==> config.mk <==
export PLATFORM = sky130hd
export DESIGN_NAME = sdr_reader
export DESIGN_NICKNAME = d
export VERILOG_FILES = /design/src/rtl/sdr_pkg.sv /design/src/rtl/sdr_sync.sv /design/src/rtl/sdr_count.sv /design/src/rtl/sdr_reader.sv
export SDC_FILE = /design/constraint.sdc
export NUM_CORES = 1
export LEC_CHECK = 0
export CORE_ASPECT_RATIO = 0.7
export CORE_MARGIN = 4
export CORE_UTILIZATION = 30
export CTS_CLUSTER_DIAMETER = 100
export CTS_CLUSTER_SIZE = 16
export DETAILED_ROUTE_END_ITERATION = 10
export SETUP_SLACK_MARGIN = 0.4
export SLEW_MARGIN = 20
export SYNTH_ARGS = -nofsm -noshare
export SYNTH_HDL_FRONTEND = slang
export SYNTH_SLANG_ARGS = --single-unit
export TNS_END_PERCENT = 30
==> constraint.sdc <==
create_clock -name clk -period 3.4 [get_ports clk]
set_input_delay 0.34 -clock clk [delete_from_list [all_inputs] [get_ports clk]]
set_output_delay 0.34 -clock clk [all_outputs]
set_load 0.02 [all_outputs]
==> src/rtl/sdr_pkg.sv <==
package sdr_pkg;
    typedef enum logic [2:0] {
        ST_OFF,
        ST_WAKE,
        ST_WAIT,
        ST_CLK_LO,
        ST_CLK_HI,
        ST_GAP,
        ST_PUBLISH
    } sdr_state_e;
endpackage

==> src/rtl/sdr_sync.sv <==
module sdr_sync #(
    parameter int STAGES    = 2,
    parameter bit RESET_VAL = 1'b1
) (
    input  logic clk,
    input  logic rst_n,
    input  logic d,
    output logic q
);
    logic [STAGES-1:0] chain;

    always_ff @(posedge clk or negedge rst_n) begin
        if (!rst_n) chain <= {STAGES{RESET_VAL}};
        else        chain <= {chain[STAGES-2:0], d};
    end

    assign q = chain[STAGES-1];
endmodule

==> src/rtl/sdr_count.sv <==
module sdr_count #(
    parameter int W = 8
) (
    input  logic         clk,
    input  logic         rst_n,
    input  logic         clr,
    output logic [W-1:0] cnt
);
    always_ff @(posedge clk or negedge rst_n) begin
        if (!rst_n)   cnt <= '0;
        else if (clr) cnt <= '0;
        else          cnt <= cnt + 1'b1;
    end
endmodule

==> src/rtl/sdr_reader.sv <==
module sdr_reader
    import sdr_pkg::*;
#(
    parameter int CLK_DIV         = 4,
    parameter int STARTUP_CYC     = 200000,
    parameter int FAST_PERIOD_CYC = 12000000,
    parameter int SLOW_PERIOD_CYC = 20000000,
    parameter int GAP_CYC         = 0,
    parameter int WORD_W          = 32,
    parameter int STAT_W          = 8
) (
    input  logic              clk,
    input  logic              rst_n,
    input  logic              pwr_en_i,
    input  logic              cfg_gain_unity_i,
    input  logic              cfg_filt_slow_i,
    output logic              adc_pd_rst_n_o,
    output logic              adc_gain_unity_o,
    output logic              adc_filt_slow_o,
    output logic              adc_sclk_o,
    input  logic              adc_line_i,
    output logic [WORD_W-STAT_W-1:0] res_data_o,
    output logic [STAT_W-1:0] res_status_o,
    output logic              res_gain_unity_o,
    output logic              res_valid_o,
    input  logic              res_ready_i,
    output logic              overrun_o,
    output logic              dropped_o
);
    localparam int DATA_W = WORD_W - STAT_W;
    localparam int BIT_W  = $clog2(WORD_W + 1);
    localparam int MAX_A  = (STARTUP_CYC > SLOW_PERIOD_CYC) ? STARTUP_CYC : SLOW_PERIOD_CYC;
    localparam int MAX_B  = (FAST_PERIOD_CYC > GAP_CYC) ? FAST_PERIOD_CYC : GAP_CYC;
    localparam int MAX_V  = ((MAX_A > MAX_B) ? MAX_A : MAX_B) + CLK_DIV;
    localparam int TW     = $clog2(MAX_V + 1);
    localparam logic [TW-1:0] DIV_LAST  = TW'(CLK_DIV - 1);
    localparam logic [TW-1:0] WAKE_LAST = TW'(STARTUP_CYC - 1);
    localparam logic [TW-1:0] GAP_LAST  = TW'((GAP_CYC > 0) ? GAP_CYC - 1 : 0);
    localparam logic [TW-1:0] FAST_LAST = TW'(FAST_PERIOD_CYC - 1);
    localparam logic [TW-1:0] SLOW_LAST = TW'(SLOW_PERIOD_CYC - 1);
    localparam logic [BIT_W-1:0] LAST_BIT = BIT_W'(WORD_W - 1);

    sdr_state_e state_q, state_d;
    logic [TW-1:0]     phase_cnt, win_cnt;
    logic [BIT_W-1:0]  bit_q;
    logic [WORD_W-1:0] shreg;
    logic              line_s, line_prev, line_fall;
    logic              in_xfer, win_hit, bit_end, group_end;

    // line synchroniser and falling-edge detector
    sdr_sync #(.STAGES(2), .RESET_VAL(1'b1)) u_sync (
        .clk(clk), .rst_n(rst_n), .d(adc_line_i), .q(line_s)
    );

    always_ff @(posedge clk or negedge rst_n) begin
        if (!rst_n) line_prev <= 1'b1;
        else        line_prev <= line_s;
    end
    assign line_fall = line_prev & ~line_s;

    // cycles spent in the current state
    sdr_count #(.W(TW)) u_phase (
        .clk(clk), .rst_n(rst_n), .clr(state_d != state_q), .cnt(phase_cnt)
    );

    // transfer window, held at zero while armed
    sdr_count #(.W(TW)) u_window (
        .clk(clk), .rst_n(rst_n), .clr(state_q == ST_WAIT), .cnt(win_cnt)
    );

    assign in_xfer   = (state_q == ST_CLK_LO) || (state_q == ST_CLK_HI) || (state_q == ST_GAP);
    assign win_hit   = win_cnt >= (adc_filt_slow_o ? SLOW_LAST : FAST_LAST);
    assign bit_end   = (state_q == ST_CLK_HI) && (phase_cnt == DIV_LAST);
    assign group_end = (GAP_CYC > 0) && (bit_q[2:0] == 3'b111);

    // state register
    always_ff @(posedge clk or negedge rst_n) begin
        if (!rst_n) state_q <= ST_OFF;
        else        state_q <= state_d;
    end

    // next-state logic
    always_comb begin
        state_d = state_q;
        unique case (state_q)
            ST_OFF:     if (pwr_en_i) state_d = ST_WAKE;
            ST_WAKE:    if (phase_cnt == WAKE_LAST) state_d = ST_WAIT;
            ST_WAIT:    if (line_fall) state_d = ST_CLK_LO;
            ST_CLK_LO:  if (phase_cnt == DIV_LAST) state_d = ST_CLK_HI;
            ST_CLK_HI: begin
                if (bit_end) begin
                    if (bit_q == LAST_BIT) state_d = ST_PUBLISH;
                    else if (group_end)    state_d = ST_GAP;
                    else                   state_d = ST_CLK_LO;
                end
            end
            ST_GAP:     if (phase_cnt == GAP_LAST) state_d = ST_CLK_LO;
            ST_PUBLISH: state_d = ST_WAIT;
            default:    state_d = ST_OFF;
        endcase
        if (in_xfer && win_hit) state_d = ST_WAIT;
        if (!pwr_en_i)          state_d = ST_OFF;
    end

    // pin outputs decoded from the state register
    always_comb begin
        adc_pd_rst_n_o = (state_q != ST_OFF);
        adc_sclk_o     = (state_q != ST_CLK_LO);
    end

    // datapath: configuration, shifter, result holding, flags
    always_ff @(posedge clk or negedge rst_n) begin
        if (!rst_n) begin
            adc_gain_unity_o <= 1'b0;
            adc_filt_slow_o  <= 1'b0;
            bit_q            <= '0;
            shreg            <= '0;
            res_data_o       <= '0;
            res_status_o     <= '0;
            res_gain_unity_o <= 1'b0;
            res_valid_o      <= 1'b0;
            overrun_o        <= 1'b0;
            dropped_o        <= 1'b0;
        end else begin
            if (state_q == ST_OFF) begin
                adc_gain_unity_o <= cfg_gain_unity_i;
                adc_filt_slow_o  <= cfg_filt_slow_i;
                overrun_o        <= 1'b0;
                dropped_o        <= 1'b0;
            end
            if (state_q == ST_WAIT) bit_q <= '0;
            if (bit_end && !win_hit) begin
                shreg <= {shreg[WORD_W-2:0], line_s};
                bit_q <= bit_q + 1'b1;
            end
            if (in_xfer && win_hit && pwr_en_i) overrun_o <= 1'b1;
            if (res_valid_o && res_ready_i) res_valid_o <= 1'b0;
            if (state_q == ST_PUBLISH) begin
                if (res_valid_o && !res_ready_i) begin
                    dropped_o <= 1'b1;
                end else begin
                    res_data_o       <= shreg[WORD_W-1:STAT_W];
                    res_status_o     <= shreg[STAT_W-1:0];
                    res_gain_unity_o <= adc_gain_unity_o;
                    res_valid_o      <= 1'b1;
                end
            end
        end
    end


    pd_sclk_quiet_chk: assert property (@(posedge clk) disable iff (!rst_n)
        !adc_pd_rst_n_o |-> adc_sclk_o);


    cfg_frozen_chk: assert property (@(posedge clk) disable iff (!rst_n)
        (adc_pd_rst_n_o && pwr_en_i) |=> ($stable(adc_gain_unity_o) && $stable(adc_filt_slow_o)));


    wake_no_clock_chk: assert property (@(posedge clk) disable iff (!rst_n)
        (state_q == ST_WAKE) |=> (state_q != ST_CLK_LO));


    bit_bound_chk: assert property (@(posedge clk) disable iff (!rst_n)
        bit_q <= BIT_W'(WORD_W));


    overrun_sticky_chk: assert property (@(posedge clk) disable iff (!rst_n)
        (overrun_o && adc_pd_rst_n_o && pwr_en_i) |=> overrun_o);


    result_hold_chk: assert property (@(posedge clk) disable iff (!rst_n)
        (res_valid_o && !res_ready_i) |=>
            (res_valid_o && $stable(res_data_o) && $stable(res_status_o) && $stable(res_gain_unity_o)));


    dropped_sticky_chk: assert property (@(posedge clk) disable iff (!rst_n)
        (dropped_o && adc_pd_rst_n_o && pwr_en_i) |=> dropped_o);

    initial begin

        div_param_chk: assert (CLK_DIV >= 4 && DATA_W > 0);
    end
endmodule

==> results of run 1 <==
-- cell families after synthesis --
family,synth area share
adder cells (fa/ha/maj),0.0241
flip-flops,0.531
AND/OR/NAND/NOR,0.178
buffers and inverters,0.0273
AO/OA/AOI/OAI,0.0603
multiplexers,0.121
XOR/XNOR,0.0590
-- per-stage QoR --
| step | hold WS (ps) | instance area (sq um) | instances |
|---|---|---|---|
| after floorplan | 44.4 | 6230 | 538 |
| after CTS | 58.4 | 7660 | 876 |
| after detailed placement | 352 | 7050 | 844 |
| after global placement | 348 | 7050 | 844 |
| final | 19.8 | 7680 | 876 |
| after global routing | 94.8 | 7680 | 876 |
-- registers in the layout, summed over array words and instances (netlist names), 2 cells and up --
signal and flops:
state_q 3, u_sync.chain 2, shreg 32, res_data_o 24, res_status_o 8, u_window.cnt 25, u_phase.cnt 25, bit_q 6
-- power groups by stage --
stage | registers, W | clock network (W) | logic, W
final | 0.00163 | 0.00185 | 0.000258
after global routing | 0.00164 | 0.00197 | 0.000294
after global placement | 0.00166 | 0 | 0.000252
after detailed placement | 0.00166 | 0 | 0.000261
after CTS | 0.00163 | 0.00189 | 0.000262
after floorplan | 0.00165 | 0 | 0.000173
-- synth_stat cells (3+ instances only) --
library cell and number:
buf_2 5, nor2_1 39, xnor2_1 19, and4_1 4
nor3b_1 3, nand3_1 23, inv_1 14, nor3_2 20
a211oi_1 3, nor2b_1 4, clkbuf_1 13, nand2_1 34
ha_1 12, nor4_1 5, nand4_1 15, xor2_1 23
or3_1 8, mux2_2 66, a21oi_1 12, and3_1 14
dfrtp_1 129, nand2b_1 3, o21ai_0 22, dfstp_2 3
nor3_1 9
-- area by class of cell --
class                      count  area (sq um)
sequential                   132          3310
clock buffer                  22           484
clock inverter                10           123
inverter                      15          56.3
timing repair buffer          56           566
multi-input combinational    371          2800
tap                          270           338
fill                        1952         12400
-- layout by cell type, fill, tap and decap left out, types with 15 or more instances in the layout --
cell and count:
nand4_1 15, xnor2_1 19, nand3_1 23, nor2_1 39, nand2_1 34, o21ai_0 21
nor3_2 21, mux2_2 66, dfrtp_1 128, clkdlybuf4s50_1 45, clkbuf_16 17, xor2_1 23
-- worst register-to-register path: stages, from the launching register on --
cell and delay (ps):
dfrtp_1 450, ha_1 300, and2_1 170, nand4_1 100, or4_1 580, a32o_2 310
o32a_1 360, o21ai_4 80, buf_12 220, nor3_1 80
-- worst paths after layout --
path                                           start                          end  slack (ps)  depth (start not counted)
setup / recovery            u_phase.cnt[0]$_DFF_PN0_    u_phase.cnt[24]$_DFF_PN0_         630                          9
hold / removal                                 rst_n        shreg[17]$_DFFE_PN0P_          20                          1
setup reg to reg            u_phase.cnt[0]$_DFF_PN0_    u_phase.cnt[24]$_DFF_PN0_         630                          9
hold reg to reg            u_sync.chain[0]$_DFF_PN1_    u_sync.chain[1]$_DFF_PN1_         360                          0
max in group asynchronous                      rst_n  adc_filt_slow_o$_DFFE_PN0P_        2410                          2
min in group clk                          adc_line_i    u_sync.chain[0]$_DFF_PN1_         350                          1
-- per-layer routing --
metal  wire (um)  part of all wire  up-vias
li1            -                 -     2032
met1        6430              0.50     2157
met2        5720              0.44       95
met3         669             0.052       10
met4          85            0.0066        0
met5           0                 0        -
==> key figures, run 1 <==
Placement
  – DP HPWL: 8710 um
  – Pre-CTS WS: 368 ps
  – PortBufs: 46
  – Routability cong.: between 0.8 and 0.9

Cells and area
  – Area Overhead vs Synth: 23.3%
  – Fin nets: slightly above 600
  – Share of cells above drive strength 1: 0.241
  – Post-layout util: 0.382
  – Number of inserted diodes: 0

Floorplan
  – DIE AREA: 23200 sq um
  – Core Footprint: between 20000 and 25000 sq um
  – Die Y: 129 um
  – Rows: 43
  – Initial core utilization: 0.310
  – Chip Width: 180 um
  – I/O pins: 47

Clocking
  – Clock-pin slew on the worst setup and hold paths: around 60 ps
  – Sink Count: roughly 130
  – CTS resizes: 1
  – Hold-fix buffers, CTS: 0
  – CTS Root Buffer Type: clkbuf_16
  – Postcts setup bufs: 0
  – CTS buffer count: 17
  – Max H-tree Level: 4
  – Clock buffer depth: 2
  – CTS tree: done
  – Skew-Pair Late Insertion Delay: 410 ps

Logic synthesis
  – Yosys top cell by area: dfrtp_1
  – Mapped Nets: about 560
  – Mapped Cells: 538
  – Warnings from Yosys: 0
  – Async set-reset flop share out of synthesis: 1.00
  – Number of synthesized flops with an enable pin: 0
  – Yosys reg bits: 132
  – Post-synth top flop: dfrtp_1
  – Cell variety after synth: 54
  – Top post-synthesis cells by area: dfrtp_1 (52%), mux2_2 (12%), xor2_1 (3.2%), nor3_2 (3.2%), xnor2_1 (2.7%)
  – Post-synth design cell area: 6230 sq um
  – Post-synth top area share: 0.518
  – Sequential area share after synthesis: 0.531
  – Mean Syn Cell Area: 11.6 sq um

GRT
  – Overall global routing resource usage: 0.118
  – Initial antenna violation count: 0
  – Vias in the first global route: between 4000 and 5000
  – Largest net degree at the start of global routing: roughly 70
  – First-pass GRT wire length: 22600 um
  – Met3 usage: 0.0384
  – Gr ovfl total: 0
  – Grt met1 use: 0.164
  – M2 GR Usage: 0.180
  – Peak-usage layer in the global routing report: met2

Drt
  – Remaining DRCs: 0
  – Pre-antenna DRT Iters: 4
  – Routed wire length: between 10000 and 15000 um
  – 1st-iter DRT viols: 194
  – Final ANT Viol Nets: 0
  – Via density per instance: 4.90
  – Wire per inst: 14.7 um
  – Vias: 4294

Timing
  – Final Hold Viols: 0
  – Rel. slew slack: 0.443
  – Setup TNS: 0 ps
  – Min Clock Period, post-route: ~2800 ps
  – Final worst setup slack: approximately 630 ps
  – Crit share post-route: 0.815
  – Max frequency: 361 MHz
  – Worst slew pin tran: between 800 and 900 ps
  – Final setup viols: 0
  – Post-Route Skew: 10.0 ps
  – Unrepaired setup endpoints after global routing: false
  – Fin. max-slew vios: 0

Pwr
  – Internal Power: around 0.0029 W
  – Switching pwr: 0.000890 W
  – Clock network power share: 0.495
  – Lkg Pwr: 3.46 nW
  – Comb power frac: 0.069
  – Power Dens Cells: 487 nW/um^2
  – Tot Pwr: 0.00374 W
  – Flop pwr share: 0.436
  – Worst vdd ir: between 300 and 400 uV
  – Sw Share: 0.238

Setup path
  – Critical path type: flip-flop to flip-flop
  – Worst-path fanout max: 25
  – Crit-path cells: ha_1 > and2_1 > nand4_1 > or4_1 > a32o_2 > o32a_1 > o21ai_4 > buf_12 > nor3_1
  – Worst Path Required: 3680 ps
  – Slowest CP cell: or4_1
  – Critical Path AT: 3050 ps
  – Cell family with most CP delay: simple AND/OR/NAND/NOR gates
  – CP bufs+invs: 1
  – Max incr delay on CP: 580 ps
  – CP Capture Type: flip-flop
  – Worst setup SP type: flip-flop

Outcome
  – Status: finished, final reports clean

Hold path
  – Hold Path Class: input pin to asynchronous set/reset pin

Run
  – Max Cap Violations: 0
Power figures use the tool's default switching activity.
==> run 2: changes to the inputs <==
==> constraint.sdc (replaced) <==
create_clock -name clk -period 2.45 [get_ports clk]
set_input_delay 0.245 -clock clk [delete_from_list [all_inputs] [get_ports clk]]
set_output_delay 0.245 -clock clk [all_outputs]
set_load 0.02 [all_outputs]
==> run 2 against run 1 <==
- the flow now finishes with violations (setup timing)
- power grew 38%
- via count grew 6.6%
- highest routed layer unchanged
- count of clock-buffer cells in the layout shrank 4
- non-clock buffer count grew 66
- routed wire length grew 12%
==> key figures, run 2 (synthesis results as in run 1) <==
Outcome
  – Status: finished, violations left
  – Failing checks: setup timing

Timing
  – Fin. max-slew vios: 0 (unchanged)
  – Unrepaired setup endpoints after global routing: true
  – Final setup viols: 60 (+60)
  – Post-Route Skew: 11.8 ps (+1.83 ps)
  – Final worst setup slack: -176 ps (-805 ps)
  – Rel. slew slack: 0.597 (+0.154)
  – Setup TNS: -7240 ps (-7240 ps)
  – Crit share post-route: 1.07 (+0.257)
  – Worst slew pin tran: 605 ps (-231 ps)
  – Min Clock Period, post-route: 2630 ps (-145 ps)
  – Final Hold Viols: 0 (unchanged)
  – Max frequency: 381 MHz (+5.5%)

Drt
  – Wire per inst: 15.4 um (+4.3%)
  – Remaining DRCs: 0 (unchanged)
  – Via density per instance: 4.87 (-0.75%)
  – Vias: 4578 (+6.6%)
  – Pre-antenna DRT Iters: 5 (+1)
  – Final ANT Viol Nets: 0 (unchanged)
  – Routed wire length: 14500 um (+12%)
  – 1st-iter DRT viols: 289 (+49%)

Clocking
  – CTS buffer count: 17 (unchanged)
  – Clock buffer depth: 2 (unchanged)
  – Sink Count: 132 (unchanged)
  – CTS tree: done
  – CTS Root Buffer Type: clkbuf_16
  – Max H-tree Level: 4 (unchanged)
  – Clock-pin slew on the worst setup and hold paths: 60 ps (about the same)
  – Skew-Pair Late Insertion Delay: 410 ps (about the same)

GRT
  – Gr ovfl total: 0 (unchanged)
  – Initial antenna violation count: 0 (unchanged)
  – Overall global routing resource usage: 0.124 (+0.00651)
  – Vias in the first global route: 4793 (+7.0%)
  – Largest net degree at the start of global routing: 52 (-25%)
  – First-pass GRT wire length: 23700 um (+4.9%)

Floorplan
  – Initial core utilization: 0.310 (unchanged)
  – Die Y: 129 um (unchanged)
  – Chip Width: 180 um (unchanged)
  – Core Footprint: 20100 sq um (unchanged)
  – DIE AREA: 23200 sq um (unchanged)
  – I/O pins: 47 (unchanged)
  – Rows: 43 (unchanged)

Pwr
  – Tot Pwr: 0.00516 W (+38%)
  – Flop pwr share: 0.437 (about the same)
  – Clock network power share: 0.468 (-0.027)
  – Power Dens Cells: 610 nW/um^2 (+25%)
  – Lkg Pwr: 3.88 nW (+12%)
  – Switching pwr: 0.00130 W (+46%)
  – Comb power frac: 0.095 (+0.026)
  – Worst vdd ir: 312 uV (about the same)
  – Sw Share: 0.252 (+0.0141)
  – Internal Power: 0.00386 W (+35%)

Cells and area
  – Max FFs per register: 32 (unchanged)
  – Area Overhead vs Synth: 35.8%
  – Seq. cell area: 3310 sq um (about the same)
  – Most frequent cells in the layout: dfrtp_1 (127), buf_4 (61), mux2_2 (52), clkdlybuf4s50_1 (44), nor2_1 (38)
  – Post-layout util: 0.420 (+0.0389)
  – Area of the multi-input gates: 3000 sq um (+7.0%)
  – Fin nets: 678 (+11%)
  – Most common cell after layout, fill and taps aside: dfrtp_1
  – Reg with most FFs: shreg
  – Number of inserted diodes: 0 (unchanged)
  – Filler instances: 1872 (-4.1%)
  – Largest regs: shreg (32), u_phase.cnt (25), u_window.cnt (25)
  – Post-route cell area: 8460 sq um (+10%)
  – Share of cells above drive strength 1: 0.349 (+0.108)

Setup path
  – Reg-to-reg slack, setup: -180 ps (-800 ps)
  – Worst R2R Path Depth: 12 (+3)
  – RR Endpoint: shreg[30]$_DFFE_PN0P_
  – Critical Path Start: adc_filt_slow_o$_DFFE_PN0P_
  – CP Capture Type: flip-flop
  – Worst Path Required: 2750 ps (-930 ps)
  – Worst-path fanout max: 11 (-56%)
  – Setup crit end: shreg[30]$_DFFE_PN0P_
  – Worst r2r src: adc_filt_slow_o$_DFFE_PN0P_
  – Worst setup SP type: flip-flop
  – Critical path type: flip-flop to flip-flop
  – Critical Path AT: 2920 ps (-130 ps)

Placement
  – PortBufs: 46 (unchanged)
  – DP HPWL: 9610 um (+10%)
  – Area after DPL: 7580 sq um (+7.6%)
  – Pre-CTS WS: -199 ps (-567 ps)
  – Routability cong.: 0.802 (-1.0%)

Hold path
  – Hold Path Class: input pin to flip-flop

Run
  – Max Cap Violations: 0 (unchanged)
-- run 2: cell types whose count changed in the layout (fill, tap and decap cells not counted), sizes merged --
| cell | previous run | this run |
|---|---|---|
| clkinv | 5 | 6 |
| clkdlybuf4s50 | 45 | 44 |
| buf | 11 | 73 |
| clkbuf | 22 | 21 |
| bufinv | 2 | 1 |
| dlygate4sd3 | 0 | 1 |
| dlygate4sd2 | 0 | 1 |
| inv | 15 | 18 |
-- run 2: layout make-up --
cell class / instances / area share
multi-input combinational: 371 / 0.355
inverter: 15 / 0.00695
clock inverter: 13 / 0.0149
tap: 270 / 0.0399
sequential: 132 / 0.391
clock buffer: 18 / 0.0519
timing repair buffer: 122 / 0.140
-- run 2: how the worst min path moves through the flow --
stage               start                          end  slack, ps  depth (start not counted)
2_1_floorplan       rst_n  adc_filt_slow_o$_DFFE_PN0P_        -50                          0
3_3_place_gp        rst_n    u_phase.cnt[13]$_DFF_PN0_        280                          1
3_5_place_dp        rst_n     u_phase.cnt[9]$_DFF_PN0_        300                          1
4_1_cts        adc_line_i    u_sync.chain[0]$_DFF_PN1_        250                          1
5_1_grt        adc_line_i    u_sync.chain[0]$_DFF_PN1_        270                          1
6_report       adc_line_i    u_sync.chain[0]$_DFF_PN1_        270                          1
-- run 2: per-stage QoR --
step                      instances  hold WS (ps)
final                           941           270
after global routing            941           266
after CTS                       934           251
after detailed placement        900           296
after global placement          900           284
after floorplan                 538         -50.6
-- run 2: power by group through the flow --
stage	registers (W)	clock network, W	logic [W]
2_1_floorplan	0.00229	0	0.000248
3_3_place_gp	0.00229	0	0.000453
3_5_place_dp	0.00229	0	0.000466
4_1_cts	0.00225	0.00247	0.000480
5_1_grt	0.00226	0.00258	0.000540
6_report	0.00226	0.00241	0.000491
-- run 2: critical path, stage by stage, from the launching register on --
cell and delay, ps:
dfrtp_2 470, buf_6 150, ha_4 240, nand4bb_1 100, nor4_1 200, buf_4 170
a221oi_2 50, buf_4 160, buf_6 110, o2111ai_4 190, buf_12 170, clkbuf_16 170
mux2_2 330
-- run 2: what timing repair did --
action                                  CTS  global route
pin swaps                                 8            15
resized for setup                        14            35
endpoints found under the hold margin    40             0
hold buffers                              1             0
endpoints found under the setup margin   71            70
buffers inserted                          2             2
cloned                                    0             5
-- run 2: layer usage --
metal / vias up / routed length [um] / global-route usage
met5: - / 0 / 0
met4: 0 / 142 / 0.0404
met3: 9 / 449 / 0.0308
met2: 75 / 6860 / 0.204
met1: 2325 / 7010 / 0.164
li1: 2169 / - / -
